**src/rtl/irq_vector_pkg.sv**
```systemverilog
package irq_vector_pkg;

  // Update applied to the global enable bit in a cycle.
  typedef enum logic [1:0] {
    GIE_KEEP = 2'd0,
    GIE_ON   = 2'd1,
    GIE_OFF  = 2'd2
  } gie_op_e;

  // Slot 0 is reserved for reset, so N sources need slots 0..N.
  function automatic int unsigned slot_width(int unsigned n_src);
    return (n_src < 2) ? 1 : $clog2(n_src + 1);
  endfunction

endpackage

```
**src/rtl/irq_rst_sync.sv**
```systemverilog
module irq_rst_sync #(
  parameter int STAGES = 2
) (
  input  logic clk,
  input  logic rst_n,
  output logic rst_n_sync
);

  logic [STAGES-1:0] chain_q;

  always_ff @(posedge clk or negedge rst_n) begin
    if (!rst_n) begin
      chain_q <= '0;
    end else begin
      chain_q <= {chain_q[STAGES-2:0], 1'b1};
    end
  end

  assign rst_n_sync = chain_q[STAGES-1];

endmodule

```
**src/rtl/irq_flag_bank.sv**
```systemverilog
module irq_flag_bank #(
  parameter int                  N_SRC = 8,
  parameter logic [N_SRC-1:0]    LVL   = '0
) (
  input  logic             clk,
  input  logic             rst_n,
  input  logic [N_SRC-1:0] src_i,
  input  logic [N_SRC-1:0] en_i,
  input  logic             clr_we_i,
  input  logic [N_SRC-1:0] clr_mask_i,
  input  logic [N_SRC-1:0] served_i,
  output logic [N_SRC-1:0] flags_o,
  output logic [N_SRC-1:0] req_o
);

  for (genvar i = 0; i < N_SRC; i++) begin : g_src
    if (LVL[i]) begin : g_level
      // No storage: the condition itself is the request.
      logic unused_bits;
      assign unused_bits = clr_mask_i[i] ^ served_i[i];
      assign flags_o[i]  = 1'b0;
      assign req_o[i]    = src_i[i] & en_i[i];
    end else begin : g_event
      logic flag_q;
      logic flag_d;
      logic flag_ce;

      always_comb begin
        // A new event always wins over clearing.
        flag_ce = src_i[i] | (clr_we_i & clr_mask_i[i]) | served_i[i];
        flag_d  = src_i[i];
      end

      always_ff @(posedge clk or negedge rst_n) begin
        if (!rst_n) begin
          flag_q <= 1'b0;
        end else if (flag_ce) begin
          flag_q <= flag_d;
        end
      end

      assign flags_o[i] = flag_q;
      assign req_o[i]   = flag_q & en_i[i];
    end
  end

endmodule

```
**src/rtl/irq_prio_enc.sv**
```systemverilog
module irq_prio_enc #(
  parameter int N_SRC  = 8,
  parameter int SLOT_W = 4
) (
  input  logic [N_SRC-1:0]  req_i,
  output logic              any_o,
  output logic [N_SRC-1:0]  grant_o,
  output logic [SLOT_W-1:0] slot_o
);

  always_comb begin
    grant_o = '0;
    slot_o  = '0;
    // Walk from the highest bit down so the lowest index is left standing.
    for (int i = N_SRC - 1; i >= 0; i--) begin
      if (req_i[i]) begin
        grant_o    = '0;
        grant_o[i] = 1'b1;
        slot_o     = SLOT_W'(i + 1);
      end
    end
    any_o = |req_i;
  end

endmodule

```
**src/rtl/irq_gie_ctrl.sv**
```systemverilog
module irq_gie_ctrl
  import irq_vector_pkg::*;
(
  input  logic clk,
  input  logic rst_n,
  input  logic take_i,
  input  logic sei_i,
  input  logic cli_i,
  input  logic reti_i,
  output logic gie_o
);

  gie_op_e op;
  logic    gie_q;
  logic    gie_d;

  always_comb begin
    op = GIE_KEEP;
    if (take_i || cli_i) begin
      op = GIE_OFF;
    end else if (sei_i || reti_i) begin
      op = GIE_ON;
    end
    gie_d = (op == GIE_ON);
  end

  always_ff @(posedge clk or negedge rst_n) begin
    if (!rst_n) begin
      gie_q <= 1'b0;
    end else if (op != GIE_KEEP) begin
      gie_q <= gie_d;
    end
  end

  assign gie_o = gie_q;

endmodule

```
**src/rtl/irq_vector_ctrl.sv**
```systemverilog
module irq_vector_ctrl
  import irq_vector_pkg::*;
#(
  parameter int                  NUM_SRC    = 8,
  parameter logic [NUM_SRC-1:0]  LEVEL_MASK = 8'hC0,
  parameter int                  ADDR_W     = 16,
  parameter logic [ADDR_W-1:0]   BOOT_BASE  = 16'h1C00,
  localparam int                 SLOT_W     = slot_width(NUM_SRC)
) (
  input  logic               clk,
  input  logic               rst_n,
  input  logic [NUM_SRC-1:0] src_i,
  input  logic [NUM_SRC-1:0] en_i,
  input  logic               vsel_i,
  input  logic               clr_we_i,
  input  logic [NUM_SRC-1:0] clr_mask_i,
  input  logic               instr_boundary_i,
  input  logic               reti_i,
  input  logic               sei_i,
  input  logic               cli_i,
  output logic               irq_take_o,
  output logic [SLOT_W-1:0]  irq_slot_o,
  output logic [ADDR_W-1:0]  vec_addr_o,
  output logic               gie_o,
  output logic [NUM_SRC-1:0] flags_o
);

  logic               rst_n_s;
  logic [NUM_SRC-1:0] req;
  logic [NUM_SRC-1:0] grant;
  logic [NUM_SRC-1:0] served;
  logic               any_req;
  logic [SLOT_W-1:0]  slot;
  logic               gie;
  logic               take;
  logic [ADDR_W-1:0]  base;

  irq_rst_sync #(.STAGES(2)) u_rst (
    .clk        (clk),
    .rst_n      (rst_n),
    .rst_n_sync (rst_n_s)
  );

  irq_flag_bank #(.N_SRC(NUM_SRC), .LVL(LEVEL_MASK)) u_flags (
    .clk        (clk),
    .rst_n      (rst_n_s),
    .src_i      (src_i),
    .en_i       (en_i),
    .clr_we_i   (clr_we_i),
    .clr_mask_i (clr_mask_i),
    .served_i   (served),
    .flags_o    (flags_o),
    .req_o      (req)
  );

  irq_prio_enc #(.N_SRC(NUM_SRC), .SLOT_W(SLOT_W)) u_prio (
    .req_i   (req),
    .any_o   (any_req),
    .grant_o (grant),
    .slot_o  (slot)
  );

  // Acceptance: boundary, enabled, something pending, and neither a
  // same-cycle disable nor the return cycle itself.
  always_comb begin
    take   = instr_boundary_i & gie & any_req & ~cli_i & ~reti_i;
    served = take ? grant : '0;
    base   = vsel_i ? BOOT_BASE : '0;
  end

  irq_gie_ctrl u_gie (
    .clk    (clk),
    .rst_n  (rst_n_s),
    .take_i (take),
    .sei_i  (sei_i),
    .cli_i  (cli_i),
    .reti_i (reti_i),
    .gie_o  (gie)
  );

  assign irq_take_o = take;
  assign irq_slot_o = slot;
  assign vec_addr_o = base + (ADDR_W'(slot) << 1);
  assign gie_o      = gie;

endmodule

```
**config.mk**
```make
export PLATFORM = sky130hd
export DESIGN_NAME = irq_vector_ctrl
export DESIGN_NICKNAME = d
export VERILOG_FILES = /design/src/rtl/irq_vector_pkg.sv /design/src/rtl/irq_rst_sync.sv /design/src/rtl/irq_flag_bank.sv /design/src/rtl/irq_prio_enc.sv /design/src/rtl/irq_gie_ctrl.sv /design/src/rtl/irq_vector_ctrl.sv
export SDC_FILE = /design/constraint.sdc
export NUM_CORES = 1
export LEC_CHECK = 0
export BUFFER_PORTS_ARGS = -buffer_cell sky130_fd_sc_hd__buf_2
export CORE_MARGIN = 5
export CORE_UTILIZATION = 39
export CTS_CLUSTER_DIAMETER = 100
export DETAILED_ROUTE_END_ITERATION = 16
export PLACE_DENSITY = 0.84
export SLEW_MARGIN = 10
export SYNTH_ARGS = -nofsm -noshare
export SYNTH_HDL_FRONTEND = slang
export SYNTH_SLANG_ARGS = --single-unit
```
**constraint.sdc**
```tcl
create_clock -name clk -period 3.7 [get_ports clk]
set_clock_uncertainty 0.2 [all_clocks]
set_input_delay 0.74 -clock clk [delete_from_list [all_inputs] [get_ports clk]]
set_output_delay 0.74 -clock clk [all_outputs]
set_load 0.02 [all_outputs]
```
==> flow_metrics.env, run 1 <==
export IMPL_period_needed_ns=2.83
export IMPL_synth_async_reset_ratio=1.00
export IMPL_synth_edff_count=0
export IMPL_ios=62
export IMPL_clk_path_buf_depth=2
export IMPL_rsz0062_at_grt="false"
export IMPL_num_fill_cells=183
export IMPL_vias_per_cell=4.95
export IMPL_cts_buffers=3
export IMPL_antenna_found_initial=0
export IMPL_wl_met3_um=196
export IMPL_tightest_slew_ns=0.589
export IMPL_drcViolationCount=0
export IMPL_status="finished, final reports clean"
export IMPL_hp_class="input port to asynchronous set/reset pin"
export IMPL_worstSetupPathType="input port to output port"
export IMPL_drt_iter0_drc=23
export IMPL_clk_pin_slew_ns=0.05
export IMPL_placementRows=15
export IMPL_rr_startpoint="u_flags.g_src[2].g_event.flag_q"
export IMPL_crit_fanout=5
export IMPL_layout_commonest_cell="buf_2"
export IMPL_ant_nets=0
export IMPL_slew_headroom=0.607
export IMPL_clock_sinks=9
export IMPL_synth_area_top_cells="dfrtp_1 33%, buf_4 26%, nand2_1 7.7%"
export IMPL_die_w_um=51.8
export IMPL_yosysWarnings=0
export IMPL_worstSkewPairLatency_ns=0.25
export IMPL_routed_via_count=639
export IMPL_wl_met1_um=619
export IMPL_port_buffers=44
export IMPL_endpoint_kind="output port"
export IMPL_max_freq_ghz=0.353
export IMPL_worstPathRequired_ns=2.76
export IMPL_peakVddDrop_mv=0.174
export IMPL_synth_cell_types=22
export IMPL_syn2layout_area_growth_pct=19.9
export IMPL_reg2reg_to="u_flags.g_src[4].g_event.flag_q"
export IMPL_die_h_um=51.8
export IMPL_fin_hold_ws_ns=0.0607
export IMPL_dr_pass1_iters=4
export IMPL_grt_max_degree=8
export IMPL_maxCapViolCount=0
export IMPL_drv_slew=0
export IMPL_start_util=0.403
export IMPL_track_usage=0.127
export IMPL_finalCritPeriodShare=0.765
export IMPL_synth_top_area_share=0.331
export IMPL_highest_layer="met4"
export IMPL_antenna_cells=0
export IMPL_setup_viol=0
export IMPL_ys_seq_area_frac=0.331
export IMPL_crit_arrival_ns=1.89
export IMPL_power_density_nw_per_um2=332
export IMPL_wl_per_cell_um=12.6
export IMPL_worst_setup_path_start_kind="input port"
export IMPL_dpl_hpwl_um=1430
export IMPL_h_tree_depth=1
export IMPL_r2r_cells=4
export IMPL_synth_top_flop_cell="dfrtp_1"
export IMPL_drt_wl_total_um=1620
export IMPL_syn_area_per_cell_um2=8.84
export IMPL_cellLeakagePower_nw=0.414
export IMPL_r2r_setup_slack_ns=1.86
export IMPL_hold_viol=0
export IMPL_synth_seq_cells=9
export IMPL_wl_met2_um=788
export IMPL_nNetsFinal=145
export IMPL_core_area_um2=1690
export IMPL_cts_root_buf="clkbuf_4"
export IMPL_layout_drive_gt1_share=0.464
export IMPL_grt_pass1_vias=607
export IMPL_place_congestion=0.749
export IMPL_cts_setup_buffers=0
export IMPL_cts_tree="built"
export IMPL_synthCells=77
export IMPL_grt_first_pass_wirelength_um=2510
export IMPL_overflow=0
export IMPL_setup_tns_ns=0
export IMPL_cts_resized=0
export IMPL_syn_cell_area_um2=681
export IMPL_most_common_layout_cells="44 x buf_2, 14 x nand2_1, 12 x conb_1, 9 x dfrtp_1"
export IMPL_netlist_top_cell_by_area="dfrtp_1"
export IMPL_dieArea_um2=2680
export IMPL_cts_hold_buf=1
## where the power goes
| part | switching (mW) | internal (mW) | total (mW) |
|---|---|---|---|
| Combinational | 0.0522 | 0.0334 | 0.0855 |
| Sequential | 0.00719 | 0.105 | 0.112 |
| Clock | 0.0314 | 0.0414 | 0.0728 |
| Total | 0.0908 | 0.180 | 0.270 |
## area by class of cell
type	instances	area (um^2)	share of cell area
clock buffer	4	26.3	0.0322
tap	17	21.3	0.0261
sequential	9	225	0.276
multi-input combinational	54	313	0.383
timing repair buffer	45	230	0.282
## logic make-up (layout without fill, tap and decap cells)
group,Yosys count,count (layout),share of synthesized area
buffers and inverters,24,49,0.265
DFF,9,9,0.331
other,2,12,0.0110
AOI/OAI and AO/OA,18,18,0.226
and+or+nand+nor,24,24,0.167
## sequential cells by signal, indices dropped and copies added (netlist names)
name                          flops
u_flags.g_src.g_event.flag_q      6
u_gie.gie_o                       1
u_rst.chain_q                     2
## critical path, cell delays in order
cell,delay (ns)
buf_2,0.12
a222oi_1,0.56
a31oi_1,0.25
buf_2,0.22
## through the flow
stage / area, um^2 / utilization / setup slack (ns) / power [mW] / instances
5_1_grt: 816 / 0.483 / 0.738 / 0.287 / 129
2_1_floorplan: 718 / - / 0.913 / 0.187 / 87
3_5_place_dp: 779 / 0.461 / 0.904 / 0.199 / 124
3_3_place_gp: 779 / 0.461 / 0.869 / 0.197 / 124
4_1_cts: 816 / 0.483 / 0.905 / 0.274 / 129
6_report: 816 / 0.483 / 0.868 / 0.270 / 129
## metal layers
metal | track usage | vias up
met2 | 0.212 | 40
met3 | 0.0315 | 2
met4 | 0.0786 | 0
li1 | - | 313
met5 | 0 | -
met1 | 0.145 | 284
## cells in the mapped netlist, types with 2 or more instances
cell / n
nand2_1: 14
a222oi_1: 2
a31o_2: 3
a22o_1: 2
nor2_1: 2
conb_1: 2
a21oi_1: 3
dfrtp_1: 9
nand3_1: 2
nor3_1: 2
a31o_1: 2
buf_4: 24
## worst max-delay path by stage
| stage | startpoint | end | slack [ns] |
|---|---|---|---|
| 6_report | en_i[2] | irq_take_o | 0.87 |
| 5_1_grt | en_i[2] | irq_take_o | 0.74 |
| 4_1_cts | en_i[2] | irq_take_o | 0.90 |
| 3_5_place_dp | en_i[2] | irq_take_o | 0.90 |
| 3_3_place_gp | en_i[2] | irq_take_o | 0.87 |
| 2_1_floorplan | en_i[2] | vec_addr_o[3] | 0.91 |
(Power assumes the default switching activity.)
==> inputs of run 2 (changes only) <==
--- a/config.mk
+++ b/config.mk
@@ -7,10 +7,10 @@
 export LEC_CHECK = 0
 export BUFFER_PORTS_ARGS = -buffer_cell sky130_fd_sc_hd__buf_2
 export CORE_MARGIN = 5
-export CORE_UTILIZATION = 39
+export CORE_UTILIZATION = 33
 export CTS_CLUSTER_DIAMETER = 100
 export DETAILED_ROUTE_END_ITERATION = 16
-export PLACE_DENSITY = 0.84
+export PLACE_DENSITY = 0.75
 export SLEW_MARGIN = 10
 export SYNTH_ARGS = -nofsm -noshare
 export SYNTH_HDL_FRONTEND = slang
==> constraint.sdc (replaced) <==
create_clock -name clk -period 2.5 [get_ports clk]
set_clock_uncertainty 0.2 [all_clocks]
set_input_delay 0.5 -clock clk [delete_from_list [all_inputs] [get_ports clk]]
set_output_delay 0.5 -clock clk [all_outputs]
set_load 0.02 [all_outputs]
==> flow_metrics.env, run 2 (synthesis results as in run 1) <==
export IMPL_status="finished, final reports clean"
export IMPL_cts_buffers=3
export IMPL_antenna_found_initial=0
export IMPL_place_area_um2=800
export IMPL_power_density_nw_per_um2=481
export IMPL_worstPathRequired_ns=1.80
export IMPL_clk_pin_slew_ns=0.06
export IMPL_finalCritPeriodShare=0.928
export IMPL_ant_nets=0
export IMPL_r2r_cells=4
export IMPL_syn2layout_area_growth_pct=24.3
export IMPL_rsz0062_at_grt="false"
export IMPL_drv_slew=0
export IMPL_crit_fanout=4
export IMPL_routed_via_count=689
export IMPL_place_congestion=0.825
export IMPL_setup_slack_ns=0.179
export IMPL_vias_per_cell=4.89
export IMPL_critPathLaunch="u_flags.g_src[5].g_event.flag_q"
export IMPL_dpl_hpwl_um=1570
export IMPL_peakVddDrop_mv=0.302
export IMPL_period_needed_ns=2.32
export IMPL_clock_sinks=9
export IMPL_hold_viol=0
export IMPL_h_tree_depth=1
export IMPL_worstSetupPathType="flop to output port"
export IMPL_die_w_um=55.4
export IMPL_crit_family="compound AO/OA/AOI/OAI gates"
export IMPL_cts_resized=0
export IMPL_grt_first_pass_wirelength_um=2860
export IMPL_endpoint_kind="output port"
export IMPL_dieArea_um2=3070
export IMPL_track_usage=0.114
export IMPL_layout_drive_gt1_share=0.465
export IMPL_grt_pass1_vias=669
export IMPL_critPathMaxStageDelay_ns=0.41
export IMPL_rr_startpoint="u_flags.g_src[5].g_event.flag_q"
export IMPL_design_area_um2=846
export IMPL_placementRows=16
export IMPL_worstSkewPairLatency_ns=0.26
export IMPL_die_h_um=55.4
export IMPL_cellLeakagePower_nw=0.423
export IMPL_wl_per_cell_um=13.0
export IMPL_crit_arrival_ns=1.62
export IMPL_total_power_mw=0.407
export IMPL_max_freq_ghz=0.431
export IMPL_top_register="u_flags.g_src.g_event.flag_q"
export IMPL_worst_path_stages=4
export IMPL_cts_setup_buffers=0
export IMPL_overflow=0
export IMPL_most_common_layout_cells="44 x buf_2, 14 x nand2_1, 12 x conb_1, 9 x dfrtp_1"
export IMPL_hp_class="flop to flop"
export IMPL_start_util=0.347
export IMPL_drt_iter0_drc=15
export IMPL_worstPathCellList="a22o_1, a221oi_2, a31oi_1, buf_2"
export IMPL_setup_viol=0
export IMPL_antenna_cells=0
export IMPL_cts_root_buf="clkbuf_4"
export IMPL_reg2reg_to="u_flags.g_src[5].g_event.flag_q"
export IMPL_dr_pass1_iters=4
export IMPL_layout_commonest_cell="buf_2"
export IMPL_clk_path_buf_depth=2
export IMPL_grt_max_degree=8
export IMPL_drt_wl_total_um=1830
export IMPL_cts_tree="built"
export IMPL_core_area_um2=1960
export IMPL_drcViolationCount=0
export IMPL_worstSetupEndpoint="irq_take_o"
export IMPL_ios=62
export IMPL_crit_buf_inv=1
export IMPL_place_ws_ns=0.310
export IMPL_largest_reg_flops=6
export IMPL_nNetsFinal=147
export IMPL_worst_setup_path_start_kind="flop"
export IMPL_maxCapViolCount=0
export IMPL_setup_tns_ns=0
export IMPL_port_buffers=44
export IMPL_r2r_setup_slack_ns=0.81
export IMPL_critPathSlowestCell="dfrtp_1"
## run 2: changes by cell type in the layout (fill, tap and decap cells not counted)
cell / before / now
buf_4: 0 / 1
dlygate4sd3_1: 1 / 2
## run 2: metal layers
| layer | up-vias | routed length, um | global-route usage |
|---|---|---|---|
| met2 | 38 | 938 | 0.201 |
| met3 | 6 | 218 | 0.0676 |
| met4 | 0 | 19 | 0.0243 |
| met5 | - | 0 | 0 |
| li1 | 317 | - | - |
| met1 | 328 | 655 | 0.116 |
## run 2: area by class of cell
cell class	instances	area [um^2]
clock buffer	4	26.3
fill	211	1120
multi-input combinational	54	313
sequential	9	225
tap	27	33.8
timing repair buffer	47	248
## run 2: worst min-delay path by stage
stage | start | end | depth (start not counted) | slack [ns]
5_1_grt | u_rst.chain_q[0] | u_rst.chain_q[1] | 0 | 0.18
2_1_floorplan | u_rst.chain_q[1] | u_flags.g_src[0].g_event.flag_q | 0 | -0.12
3_3_place_gp | u_rst.chain_q[1] | u_gie.gie_o | 0 | -0.08
3_5_place_dp | u_rst.chain_q[1] | u_gie.gie_o | 0 | -0.08
4_1_cts | u_rst.chain_q[0] | u_rst.chain_q[1] | 0 | 0.15
6_report | u_rst.chain_q[0] | u_rst.chain_q[1] | 0 | 0.15
## run 2: worst register-to-register path: stages, from the launching register on
cell      delay, ns
dfrtp_1        0.41
a22o_1         0.27
a221oi_2       0.24
a31oi_1        0.23
a41oi_1        0.26
## run 2: power breakdown
part	internal, mW	leakage [nW]	total [mW]	switching [mW]
logic	0.0520	0.313	0.131	0.0786
registers	0.155	0.0957	0.167	0.0113
clock network	0.0614	0.0150	0.110	0.0484
total	0.269	0.423	0.407	0.138
## run 2: through the flow
stage                     instances   util  hold slack [ns]
after floorplan                  87      -           -0.119
after global placement          135  0.408          -0.0833
after detailed placement        135  0.408          -0.0784
after CTS                       141  0.431            0.154
after global routing            141  0.431            0.177
final                           141  0.431            0.149
## run 2: timing repair
item,CTS,global route
setup endpoints to repair,0,0
hold endpoints to repair,9,0
hold buffers,2,0
